--- src/rtl/fracn_dsm3.sv ---
module fracn_dsm3 #(
  parameter int IN_W         = 20,
  parameter int ACC_W        = 32,
  parameter int MAX_LVL      = 8,
  parameter int SET_MIN      = 60000,
  parameter int SET_MAX      = 980000,
  parameter int INIT_SETTING = 478151
) (
  input  logic              clk,
  input  logic              rst_n,
  input  logic [IN_W-1:0]   setting_in,
  input  logic              load,
  input  logic              run,
  input  logic              tick,
  output logic [31:0]       div_word,
  output logic              wr_valid
);
  localparam int LVL_W = $clog2(MAX_LVL + 1);
  localparam logic [IN_W-1:0] LO = IN_W'(SET_MIN);
  localparam logic [IN_W-1:0] HI = IN_W'(SET_MAX);
  localparam logic [IN_W-1:0] INIT_C =
    (INIT_SETTING < SET_MIN) ? LO : (INIT_SETTING > SET_MAX) ? HI : IN_W'(INIT_SETTING);

  logic [IN_W-1:0]         setting_q;
  logic signed [ACC_W-1:0] s1, s2, s3;
  logic signed [ACC_W-1:0] prod, qraw, lvl_x;
  logic [LVL_W-1:0]        lvl;
  logic [31:0]             word_n;

  assign prod  = (s3 <<< 4) + (s3 <<< 1);
  assign qraw  = prod >>> 13;
  assign lvl   = (qraw < 0) ? '0 :
                 (qraw > MAX_LVL) ? LVL_W'(MAX_LVL) : qraw[LVL_W-1:0];
  assign lvl_x = ACC_W'(lvl);

  assign word_n = (lvl == '0) ? 32'h0000_0007
                              : (32'h8000_0007 | (32'(lvl - 1'b1) << 8));

  always_ff @(posedge clk) begin
    if (!rst_n) begin
      setting_q <= INIT_C;
    end else if (load) begin
      if (setting_in < LO)      setting_q <= LO;
      else if (setting_in > HI) setting_q <= HI;
      else                      setting_q <= setting_in;
    end
  end

  always_ff @(posedge clk) begin
    if (!rst_n) begin
      s1 <= '0;
      s2 <= '0;
      s3 <= '0;
    end else if (tick) begin
      s3 <= s3 + (s2 >>> 5) - (lvl_x <<< 9) - (lvl_x <<< 8);
      s2 <= s2 + (s1 >>> 5) - (lvl_x <<< 14);
      s1 <= s1 + ACC_W'(setting_q) - (lvl_x <<< 17);
    end
  end

  always_ff @(posedge clk) begin
    if (!rst_n) begin
      div_word <= '0;
      wr_valid <= 1'b0;
    end else begin
      wr_valid <= tick && run;
      if (tick) div_word <= word_n;
    end
  end
endmodule


--- config.mk ---
export PLATFORM = sky130hd
export DESIGN_NAME = fracn_dsm3
export DESIGN_NICKNAME = d
export VERILOG_FILES = /design/src/rtl/fracn_dsm3.sv
export SDC_FILE = /design/constraint.sdc
export NUM_CORES = 1
export LEC_CHECK = 0
export ABC_AREA = 1
export CAP_MARGIN = 20
export CORE_MARGIN = 8
export CORE_UTILIZATION = 25
export CTS_CLUSTER_SIZE = 24
export DETAILED_ROUTE_END_ITERATION = 16
export DONT_BUFFER_PORTS = 1
export PLACE_DENSITY = 0.5
export REMOVE_ABC_BUFFERS = 1
export SYNTH_ARGS = -nofsm -noshare
export SYNTH_HDL_FRONTEND = slang
export SYNTH_SLANG_ARGS = --single-unit
export TNS_END_PERCENT = 1
--- constraint.sdc ---
create_clock -name clk -period 6.98 [get_ports clk]
set_input_delay 0.698 -clock clk [delete_from_list [all_inputs] [get_ports clk]]
set_output_delay 0.698 -clock clk [all_outputs]
set_load 0.05 [all_outputs]
==> metrics.md, run 1 <==
| Metric | Value |
|---|---|
| Top_reg_cell synth | `dfxtp_1` |
| Setup slack of the most critical reg-to-reg path | `0.98 ns` |
| Clock tree from TritonCTS | `yes` |
| Cell types with the highest counts after synthesis | `inv_1, nand2_1, a21oi_1, ha_1, nor2_1` |
| Die X | `250 µm` |
| Final setup vio count | `0` |
| Row cnt | `86` |
| Initial antenna violation count | `0` |
| Total Negative Setup Slacks | `0 ns` |
| Crit path arrival time | `6.39 ns` |
| Cell with the largest stage delay on the worst path | `fa_1` |
| Most prevalent standard cell on the critical path | `nand2_1` |
| FMAX | `0.167 GHz` |
| Crit path capture | `s3[24]$_SDFFE_PN0P_` |
| Number of warnings issued by yosys | `0` |
| DIE AREA | `62600 µm²` |
| FF/Latch Area | `2470 µm²` |
| Status | `finished, final reports clean` |
| Min-Delay Path Class | `input port to flop` |
| Number of violations reported at the end of detailed-routing iteration 0 | `521` |
| Y dimension of the die | `250 µm` |
| Fin Clk Skew | `0.0161 ns` |
| Total of fill cells in the finished design | `6144` |
| Largest net degree at the start of global routing | `84` |
| Maximum fanout along the worst path | `6` |
| Worst skew pair latency | `0.44 ns` |
| Count of endpoints failing hold in the final timing report | `0` |
| Number of cells upsized or downsized after cts | `0` |
| Vias/cell | `4.41` |
| Number of enable flip-flop cells after synthesis | `0` |
| DRC errors left | `0` |
| Area growth from synthesis to final layout | `8.91%` |
| Startpoint type of the worst setup path | `flop` |
| Worst r2r dst | `s3[24]$_SDFFE_PN0P_` |
| Total wirelength of the detailed-routed design | `37300 µm` |
| Deepest clock path buffer count | `2` |
| Count of TritonRoute iterations in the first routing pass | `7` |
| Post-DR wirelength/cell | `13.1 µm` |
| Endpoint type of the worst setup path | `flop` |
| Total I/O pin count | `58` |
| PortBufs | `0` |
| Number of distinct library cells after synthesis | `54` |
| Number of setup buffers added after CTS | `0` |
| Tmin final | `6.00 ns` |
| Core area | `54700 µm²` |
| Share of flip-flops with an asynchronous set or reset | `0` |
| Overflow left after global routing | `0` |
| Post-layout net count | `2374` |
| Share of post-route cells with drive strength above 1 | `0.0385` |
| Synth area leaders | `dfxtp_1, ha_1, inv_1, nand2_1, a21oi_1` |
| First-pass GRT wire length | `61000 µm` |
| Number of global-route vias before repair | `12000` |
| Synth Cell Area | `13700 µm²` |
| Worst setup path startpoint | `s3[13]$_SDFFE_PN0P_` |
| Worst Reg-to-Reg Cells | `31` |
| Residual antenna-violating net count after detailed routing | `0` |
| Clock root buffer | `clkbuf_16` |
| CP required | `7.36 ns` |
| Hold buffer count at cts | `0` |
| Worst setup path category | `flop to flop` |
| Vias | `12600` |
| Top cell type's share of synthesized area | `0.180` |
| Effective utilization at floorplan | `0.251` |
| Avg Cell Area, Syn | `6.30 µm²` |
| Cells after Synth | `2174` |
| Number of max-cap violations | `0` |
| Final design utilization | `0.273` |
| Diodes inserted | `0` |
| Worst stage delay on the critical path | `0.55 ns` |
| Final Slew Violations | `0` |
| Placed wire-length estimate | `30200 µm` |
| H-tree levels | `4` |
| Part of the cycle the worst path needs | `0.860` |
| Most frequent cell after synthesis | `inv_1` |
| Dominant cell type by area after synthesis | `dfxtp_1` |
| Routability congestion estimate from global placement | `0.888` |
| Synth Register Bits | `123` |
| Overall fraction of global-route tracks in use | `0.118` |
| Sequential-to-total area share from yosys stat | `0.180` |
| Reg2reg start | `s3[13]$_SDFFE_PN0P_` |
| Transition time of the tightest slew-check pin | `1.08 ns` |
| Clock transition time at the flip-flop clock pins of the worst setup and hold paths | `0.08 ns` |
| Headroom to the max-slew limit | `0.288` |
| TritonCTS sink count | `123` |
| TritonCTS buffer count | `17` |
| Setup repair after global routing missed its margin | `false` |
| Area of the multi-input gates | `8800 µm²` |
## routing by layer
| layer | wire [µm] | vias up | track usage |
|---|---|---|---|
| met2 | 17100 | 193 | 0.202 |
| met3 | 1080 | 39 | 0.0148 |
| met4 | 810 | 0 | 0.0343 |
| met1 | 18400 | 5599 | 0.154 |
| li1 | - | 6769 | - |
| met5 | 0 | - | 0 |
## layout make-up
cell class	count	area share
multi-input cells	1427	0.590
well taps	704	0.0590
clock buffers	17	0.0285
flip-flops and latches	123	0.165
inverters	567	0.143
clock inverters	15	0.0107
repair buffers	5	0.00386
## stage by stage
step	hold WS, ns	cell area, µm²	std cells	setup WS, ns
after floorplan	0.441	13400	2117	-0.118
after global placement	0.456	14300	2826	0.982
after detailed placement	0.461	14300	2826	0.945
after CTS	0.324	14900	2858	0.914
after global routing	0.321	14900	2858	0.389
final	0.343	14900	2858	0.976
## state kept, by name, summed over array words and instances (netlist names)
name,count
s3,31
s2,32
s1,32
setting_q,20
wr_valid,1
div_word,7
## cell families (layout without fill, tap and decap cells)
logic type	count (synthesis)	in the layout	synth area share
AND/OR/NAND/NOR	699	699	0.214
buffers and inverters	628	604	0.179
AO/OA/AOI/OAI	445	445	0.183
adder cells (fa/ha/maj)	208	208	0.199
flip-flops	123	123	0.180
XOR/XNOR	70	70	0.0447
other	1	5	0.000274
## critical path, delay by kind of cell, from the launching register on
| kind | cells | cell delay [ns] |
|---|---|---|
| AO/OA/AOI/OAI | 6 | 0.92 |
| buffers and inverters | 6 | 0.42 |
| AND/OR/NAND/NOR | 15 | 2.37 |
| adder cells (fa/ha/maj) | 4 | 1.85 |
| flip-flops | 1 | 0.37 |
## placed cells by master (no fill, tap or decap), drive strengths merged, types with 3 or more instances in the layout
master	n
a211oi	6
a21boi	6
a21o	14
a21oi	213
a221oi	6
a31oi	17
buf	5
clkbuf	17
clkinv	3
conb	5
dfxtp	123
fa	17
ha	191
inv	578
nand2	429
nand3	74
nand4	21
nor2	140
nor3	12
nor4	8
o211ai	19
o21a	9
o21ai	139
o21bai	6
o221ai	5
or2	8
xnor2	30
xor2	40
## how the worst min path moves through the flow
stage,start,end,slack (ns),depth (start not counted)
after global routing,tick,s1[1]$_SDFFE_PN0P_,0.32,1
after detailed placement,setting_q[3]$_SDFFE_PN0P_,setting_q[3]$_SDFFE_PN0P_,0.46,2
after global placement,setting_q[3]$_SDFFE_PN0P_,setting_q[3]$_SDFFE_PN0P_,0.46,2
after floorplan,setting_q[19]$_SDFFE_PN0P_,setting_q[19]$_SDFFE_PN0P_,0.44,2
final,tick,s1[1]$_SDFFE_PN0P_,0.34,1
after CTS,tick,s1[1]$_SDFFE_PN0P_,0.32,1
Power of run 1 is left out: the tool's default activity adds up to more than one toggle a clock period on the data nets, which glitch-free logic cannot reach.
==> inputs of run 2 (changes only) <==
Settings changed: ABC_AREA 1 to 0.
==> run 2 against run 1 <==
- area after synthesis fell by 10%
- routed wire length decreased by 15%
- clock skew is 0.0027 ns lower
- first-iteration DRC count decreased by 21%
- non-clock buffer count increased by 103
- hold slack gained 0.0026 ns
- critical path depth stayed put
- critical endpoint is now s3[29]$_SDFFE_PN0P_
==> metrics.md, run 2 <==
| Metric | Value |
|---|---|
| Count of endpoints failing hold in the final timing report | `0 (unchanged)` |
| Worst skew pair latency | `0.45 ns (about the same)` |
| Residual antenna-violating net count after detailed routing | `0 (unchanged)` |
| Part of the cycle the worst path needs | `0.979 (+0.118)` |
| Crit path arrival time | `7.16 ns (+0.77 ns)` |
| Number of violations reported at the end of detailed-routing iteration 0 | `412 (-21%)` |
| Share of post-route cells with drive strength above 1 | `0.124 (+0.0855)` |
| CP required | `7.31 ns (-0.05 ns)` |
| Most prevalent standard cell on the critical path | `buf_4` |
| Registers with the most flip-flops | `s1: 32 flops, s2: 32 flops, s3: 31 flops` |
| Post-DR wirelength/cell | `13.5 µm (+3.3%)` |
| TritonCTS sink count | `123 (unchanged)` |
| TritonCTS buffer count | `17 (unchanged)` |
| Synth area leaders | `dfxtp_1, ha_1, inv_1, nor2_1, a21oi_1` |
| Uppermost layer routed | `met4` |
| Met3 WL post-DR | `1220 µm (+13%)` |
| Sequential-to-total area share from yosys stat | `0.201 (+0.0208)` |
| Total I/O pin count | `58 (unchanged)` |
| Final std cells w/o fill | `2341 (-18%)` |
| Largest net degree at the start of global routing | `81 (-3.6%)` |
| Effective utilization at floorplan | `0.252 (+0.00123)` |
| Final design utilization | `0.296 (+0.0228)` |
| Worst stage delay on the critical path | `0.53 ns (-0.02 ns)` |
| Core area | `48700 µm² (-11%)` |
| Routability congestion estimate from global placement | `0.830 (-6.6%)` |
| DIE AREA | `56500 µm² (-9.7%)` |
| Total Negative Setup Slacks | `0 ns (unchanged)` |
| Die X | `238 µm (-5.0%)` |
| Vias | `10600 (-16%)` |
| Diodes inserted | `0 (unchanged)` |
| Synth Cell Area | `12300 µm² (-10%)` |
| Area of all placed cells without fillers | `14400 µm² (-3.4%)` |
| Number of max-cap violations | `0 (unchanged)` |
| Cell types with the highest counts after synthesis | `inv_1, ha_1, nor2_1, dfxtp_1, a21oi_1` |
| Number of global-route vias before repair | `10500 (-12%)` |
| H-tree levels | `4 (unchanged)` |
| Wire length on met1 | `15600 µm (-15%)` |
| Placed wire-length estimate | `24400 µm (-19%)` |
| Final setup vio count | `0 (unchanged)` |
| Area growth from synthesis to final layout | `17.4%` |
| Number of enable flip-flop cells after synthesis | `0 (unchanged)` |
| Number of distinct library cells after synthesis | `78 (+44%)` |
| Most frequent cell after synthesis | `inv_1` |
| PortBufs | `0 (unchanged)` |
| Endpoint type of the worst setup path | `flop` |
| Deepest clock path buffer count | `2 (unchanged)` |
| Setup repair after global routing missed its margin | `true` |
| Vias/cell | `4.54 (+2.9%)` |
| Count of TritonRoute iterations in the first routing pass | `5 (-2)` |
| Headroom to the max-slew limit | `0.285 (-0.00233)` |
| FMAX | `0.146 GHz (-12%)` |
| Cell with the largest stage delay on the worst path | `fa_2` |
| Top cell type's share of synthesized area | `0.201 (+0.0208)` |
| Total wirelength of the detailed-routed design | `31600 µm (-15%)` |
| Fin Clk Skew | `0.0134 ns (-0.00271 ns)` |
| Cells after Synth | `1601 (-26%)` |
| Routed wl met2 | `14000 µm (-18%)` |
| Clock root buffer | `clkbuf_16` |
| Overflow left after global routing | `0 (unchanged)` |
| Initial antenna violation count | `0 (unchanged)` |
| Y dimension of the die | `238 µm (-5.0%)` |
| Number of warnings issued by yosys | `0 (unchanged)` |
| Commonest cells after routing, fill and taps aside | `inv_1, ha_1, nor2_1` |
| Clock transition time at the flip-flop clock pins of the worst setup and hold paths | `0.07 ns (about the same)` |
| Post-layout net count | `1897 (-20%)` |
| Startpoint type of the worst setup path | `flop` |
| DRC errors left | `0 (unchanged)` |
| Share of flip-flops with an asynchronous set or reset | `0 (unchanged)` |
| Transition time of the tightest slew-check pin | `1.08 ns (+0.00352 ns)` |
| Dominant cell type by area after synthesis | `dfxtp_1` |
| Status | `finished, final reports clean` |
| Maximum fanout along the worst path | `4 (-2)` |
| Commonest non-fill, non-tap cell in the layout | `inv_1` |
| Overall fraction of global-route tracks in use | `0.114 (-0.00401)` |
| Cell Area, Placed | `13500 µm² (-5.7%)` |
| Top_reg_cell synth | `dfxtp_1` |
| Row cnt | `81 (-5.8%)` |
| Placed cell count | `2298 (-19%)` |
| Min-Delay Path Class | `input port to flop` |
| Tmin final | `6.83 ns (+0.826 ns)` |
| Synth Register Bits | `123 (unchanged)` |
| First-pass GRT wire length | `52500 µm (-14%)` |
| Avg Cell Area, Syn | `7.67 µm² (+22%)` |
| Worst setup path category | `flop to flop` |
| Clock tree from TritonCTS | `yes` |
| Final Slew Violations | `0 (unchanged)` |
run 2: through the flow:
stage	setup slack [ns]	hold WS, ns
final	0.150	0.346
after global routing	-0.173	0.322
after CTS	0.00372	0.310
after detailed placement	-0.342	0.449
after global placement	-0.242	0.440
after floorplan	-0.118	0.425
run 2: path summary, 6_finish.rpt:
check | end | cells after the start | slack, ns | from
max | s3[29]$_SDFFE_PN0P_ | 31 | 0.15 | s3[7]$_SDFFE_PN0P_
min | setting_q[13]$_SDFFE_PN0P_ | 1 | 0.35 | load
max reg2reg | s3[29]$_SDFFE_PN0P_ | 31 | 0.15 | s3[7]$_SDFFE_PN0P_
min reg2reg | s2[9]$_SDFFE_PN0P_ | 2 | 0.46 | s2[9]$_SDFFE_PN0P_
run 2: repair_timing:
action	in CTS	in global routing
resized for setup	13	41
hold buffers	0	0
pin swaps	14	34
endpoints found under the setup margin	5	12
setup buffers	5	6
run 2: worst max-delay path, delay by kind of cell (launching register included):
| kind | cells | cell delay, ns |
|---|---|---|
| AO/OA/AOI/OAI | 15 | 3.14 |
| adder cells (fa/ha/maj) | 4 | 1.41 |
| buffers and inverters | 7 | 0.83 |
| flip-flops | 1 | 0.33 |
| multiplexers | 1 | 0.14 |
| AND/OR/NAND/NOR | 4 | 0.85 |
run 2: metal layers:
layer / track usage / up-vias
li1: - / 5527
met1: 0.145 / 4903
met2: 0.186 / 146
met3: 0.0249 / 46
met4: 0.0438 / 0
met5: 0 / -
run 2: cells by family after synthesis:
group                    count (synthesis)  synth area share
buffers and inverters                  371             0.121
XOR/XNOR                                86            0.0613
adder cells (fa/ha/maj)                208             0.222
AND/OR/NAND/NOR                        384             0.143
flip-flops                             123             0.201
other                                    1          0.000305
AO/OA/AOI/OAI                          370             0.203
multiplexers                            58            0.0482
run 2: cell type report:
| type | count | area, µm² |
|---|---|---|
| Clock buffer | 18 | 429 |
| Clock inverter | 14 | 138 |
| Sequential cell | 123 | 2470 |
| Multi-Input combinational cell | 1111 | 8570 |
| Timing Repair Buffer | 108 | 838 |
| Inverter | 303 | 1140 |
| Fill cell | 5230 | 34300 |
| Tap cell | 664 | 831 |
Power of run 2 is left out for the same reason.
==> inputs of run 3 (changes only) <==
Settings changed: RECOVER_POWER set to 100.
==> run 3 against run 2 <==
- the run now ends with capacitance limit, slew limit left
- critical path depth unchanged
- core utilization decreased by 0.074 points
- clock skew about the same
- routed wire length about the same
- final area decreased by 0.25%
- worst setup slack got worse by 0.0061 ns
- critical endpoint unchanged
- largest cell class unchanged
- highest routed layer unchanged
==> metrics.md, run 3 (synthesis results as in run 2) <==
| Metric | Value |
|---|---|
| Status | `finished, violations left` |
| Failing checks | `capacitance limit, slew limit` |
| Diodes inserted | `0 (unchanged)` |
| Placed cell count | `2298 (unchanged)` |
| Clock transition time at the flip-flop clock pins of the worst setup and hold paths | `0.07 ns (about the same)` |
| Initial antenna violation count | `0 (unchanged)` |
| FMAX | `0.146 GHz (about the same)` |
| H-tree levels | `4 (unchanged)` |
| First-pass GRT wire length | `52500 µm (unchanged)` |
| Placed wire-length estimate | `24400 µm (unchanged)` |
| Commonest non-fill, non-tap cell in the layout | `inv_1` |
| Maximum fanout along the worst path | `4 (unchanged)` |
| Worst r2r dst | `s3[29]$_SDFFE_PN0P_` |
| Transition time of the tightest slew-check pin | `5.78 ns (+4.70 ns)` |
| Cell with the largest stage delay on the worst path | `fa_2` |
| Total of fill cells in the finished design | `5238 (+0.15%)` |
| Number of violations reported at the end of detailed-routing iteration 0 | `413 (+0.24%)` |
| Worst Path Buf+Inv | `7 (unchanged)` |
| Final Slew Violations | `4 (+4)` |
| Worst hold margin | `0.346 ns (-0.0000940 ns)` |
| Endpoint with the worst hold slack | `setting_q[13]$_SDFFE_PN0P_` |
| Overflow left after global routing | `0 (unchanged)` |
| Registers with the most flip-flops | `s1: 32 flops, s2: 32 flops, s3: 31 flops` |
| TritonCTS buffer count | `17 (unchanged)` |
| Effective utilization at floorplan | `0.252 (unchanged)` |
| Cell depth of the worst hold path | `1 (unchanged)` |
| Clock tree from TritonCTS | `yes` |
| Clock root buffer | `clkbuf_16` |
| Routability congestion estimate from global placement | `0.830 (unchanged)` |
| Core area | `48700 µm² (unchanged)` |
| Fin Clk Skew | `0.0132 ns (-0.000154 ns)` |
| Worst Reg-to-Reg Cells | `31 (unchanged)` |
| Headroom to the max-slew limit | `-2.83 (-3.12)` |
| Share of post-route cells with drive strength above 1 | `0.122 (-0.00239)` |
| TritonCTS sink count | `123 (unchanged)` |
| Overall fraction of global-route tracks in use | `0.114 (unchanged)` |
| Reg2reg start | `s3[7]$_SDFFE_PN0P_` |
| Number of global-route vias before repair | `10500 (unchanged)` |
| Setup repair after global routing missed its margin | `true` |
| Post-Place Worst Slack | `-0.342 ns (unchanged)` |
| Final setup vio count | `0 (unchanged)` |
| Total wirelength of the detailed-routed design | `31600 µm (about the same)` |
| Startpoint type of the worst setup path | `flop` |
| Min-Delay Path Class | `input port to flop` |
| Number of max-cap violations | `3 (+3)` |
| Most prevalent standard cell on the critical path | `buf_4` |
| Worst skew pair latency | `0.45 ns (about the same)` |
| Final std cells w/o fill | `2341 (unchanged)` |
| Row cnt | `81 (unchanged)` |
| Largest net degree at the start of global routing | `81 (unchanged)` |
| Endpoint type of the worst setup path | `flop` |
| Worst setup path category | `flop to flop` |
| Die X | `238 µm (unchanged)` |
| Post-DR wirelength/cell | `13.5 µm (about the same)` |
| Part of the cycle the worst path needs | `0.979 (about the same)` |
| Startpoint of the most critical hold path | `load` |
| Residual antenna-violating net count after detailed routing | `0 (unchanged)` |
| Worst stage delay on the critical path | `0.53 ns (about the same)` |
| Total I/O pin count | `58 (unchanged)` |
| Vias | `10600 (+0.028%)` |
| Y dimension of the die | `238 µm (unchanged)` |
| DIE AREA | `56500 µm² (unchanged)` |
| Kind of cell adding the most delay to the critical path | `compound AO/OA/AOI/OAI gates` |
| Setup slack of the most critical reg-to-reg path | `0.14 ns (about the same)` |
| Area growth from synthesis to final layout | `17.1%` |
| PortBufs | `0 (unchanged)` |
| Count of endpoints failing hold in the final timing report | `0 (unchanged)` |
| Final worst slack | `0.144 ns (-0.00609 ns)` |
| Count of TritonRoute iterations in the first routing pass | `5 (unchanged)` |
| Commonest cells after routing, fill and taps aside | `inv_1, ha_1, nor2_1` |
| DRC errors left | `0 (unchanged)` |
| Crit path arrival time | `7.17 ns (about the same)` |
| CP required | `7.31 ns (about the same)` |
| Vias/cell | `4.54 (about the same)` |
| Tmin final | `6.84 ns (+0.00609 ns)` |
| Deepest clock path buffer count | `2 (unchanged)` |
| Post-layout net count | `1897 (unchanged)` |
==> run 3: how the worst max path moves through the flow <==
stage                                endpoint                      start  slack, ns  cells past startpoint
final                     s3[29]$_SDFFE_PN0P_         s3[7]$_SDFFE_PN0P_       0.14                     31
after global routing      s3[29]$_SDFFE_PN0P_         s3[7]$_SDFFE_PN0P_      -0.17                     29
after CTS                 s3[29]$_SDFFE_PN0P_        s3[10]$_SDFFE_PN0P_      0.004                     28
after detailed placement  s3[29]$_SDFFE_PN0P_         s3[7]$_SDFFE_PN0P_      -0.34                     28
after global placement    s3[29]$_SDFFE_PN0P_         s3[7]$_SDFFE_PN0P_      -0.24                     28
after floorplan                  div_word[12]  div_word[30]$_SDFFE_PN0P_      -0.12                      0
==> run 3: stage by stage <==
step / instance area (µm²) / utilization / TNS, ns
after floorplan: 11900 / - / -2.25
after global placement: 13500 / 0.278 / -0.352
after detailed placement: 13500 / 0.278 / -0.669
after CTS: 14200 / 0.291 / 0
after global routing: 14400 / 0.295 / -0.355
final: 14400 / 0.295 / 0
==> run 3: cell type report <==
class / instances / area [µm²] / area share
timing repair buffer: 108 / 807 / 0.0561
clock inverter: 14 / 138 / 0.00957
clock buffer: 18 / 429 / 0.0298
sequential: 123 / 2470 / 0.171
inverter: 303 / 1140 / 0.0793
multi-input combinational: 1111 / 8570 / 0.596
tap: 664 / 831 / 0.0578
==> run 3: metal layers <==
| layer | wire length, µm | track usage |
|---|---|---|
| met5 | 0 | 0 |
| met4 | 730 | 0.0438 |
| met1 | 15600 | 0.145 |
| met3 | 1220 | 0.0249 |
| met2 | 14000 | 0.186 |
==> run 3: worst register-to-register path: cells and delay by family (launching register included) <==
| kind | cells | cell delay [ns] |
|---|---|---|
| flip-flops | 1 | 0.33 |
| adder cells (fa/ha/maj) | 4 | 1.41 |
| buffers and inverters | 7 | 0.83 |
| multiplexers | 1 | 0.14 |
| AO/OA/AOI/OAI | 15 | 3.15 |
| AND/OR/NAND/NOR | 4 | 0.85 |
==> run 3: repair_timing <==
item / CTS / global route
setup endpoints to repair: 5 / 12
hold buffers: 0 / 0
buffers inserted: 5 / 6
pin swaps: 14 / 34
cloned: 0 / 0
resized for setup: 13 / 41
Power of run 3 is left out for the same reason.
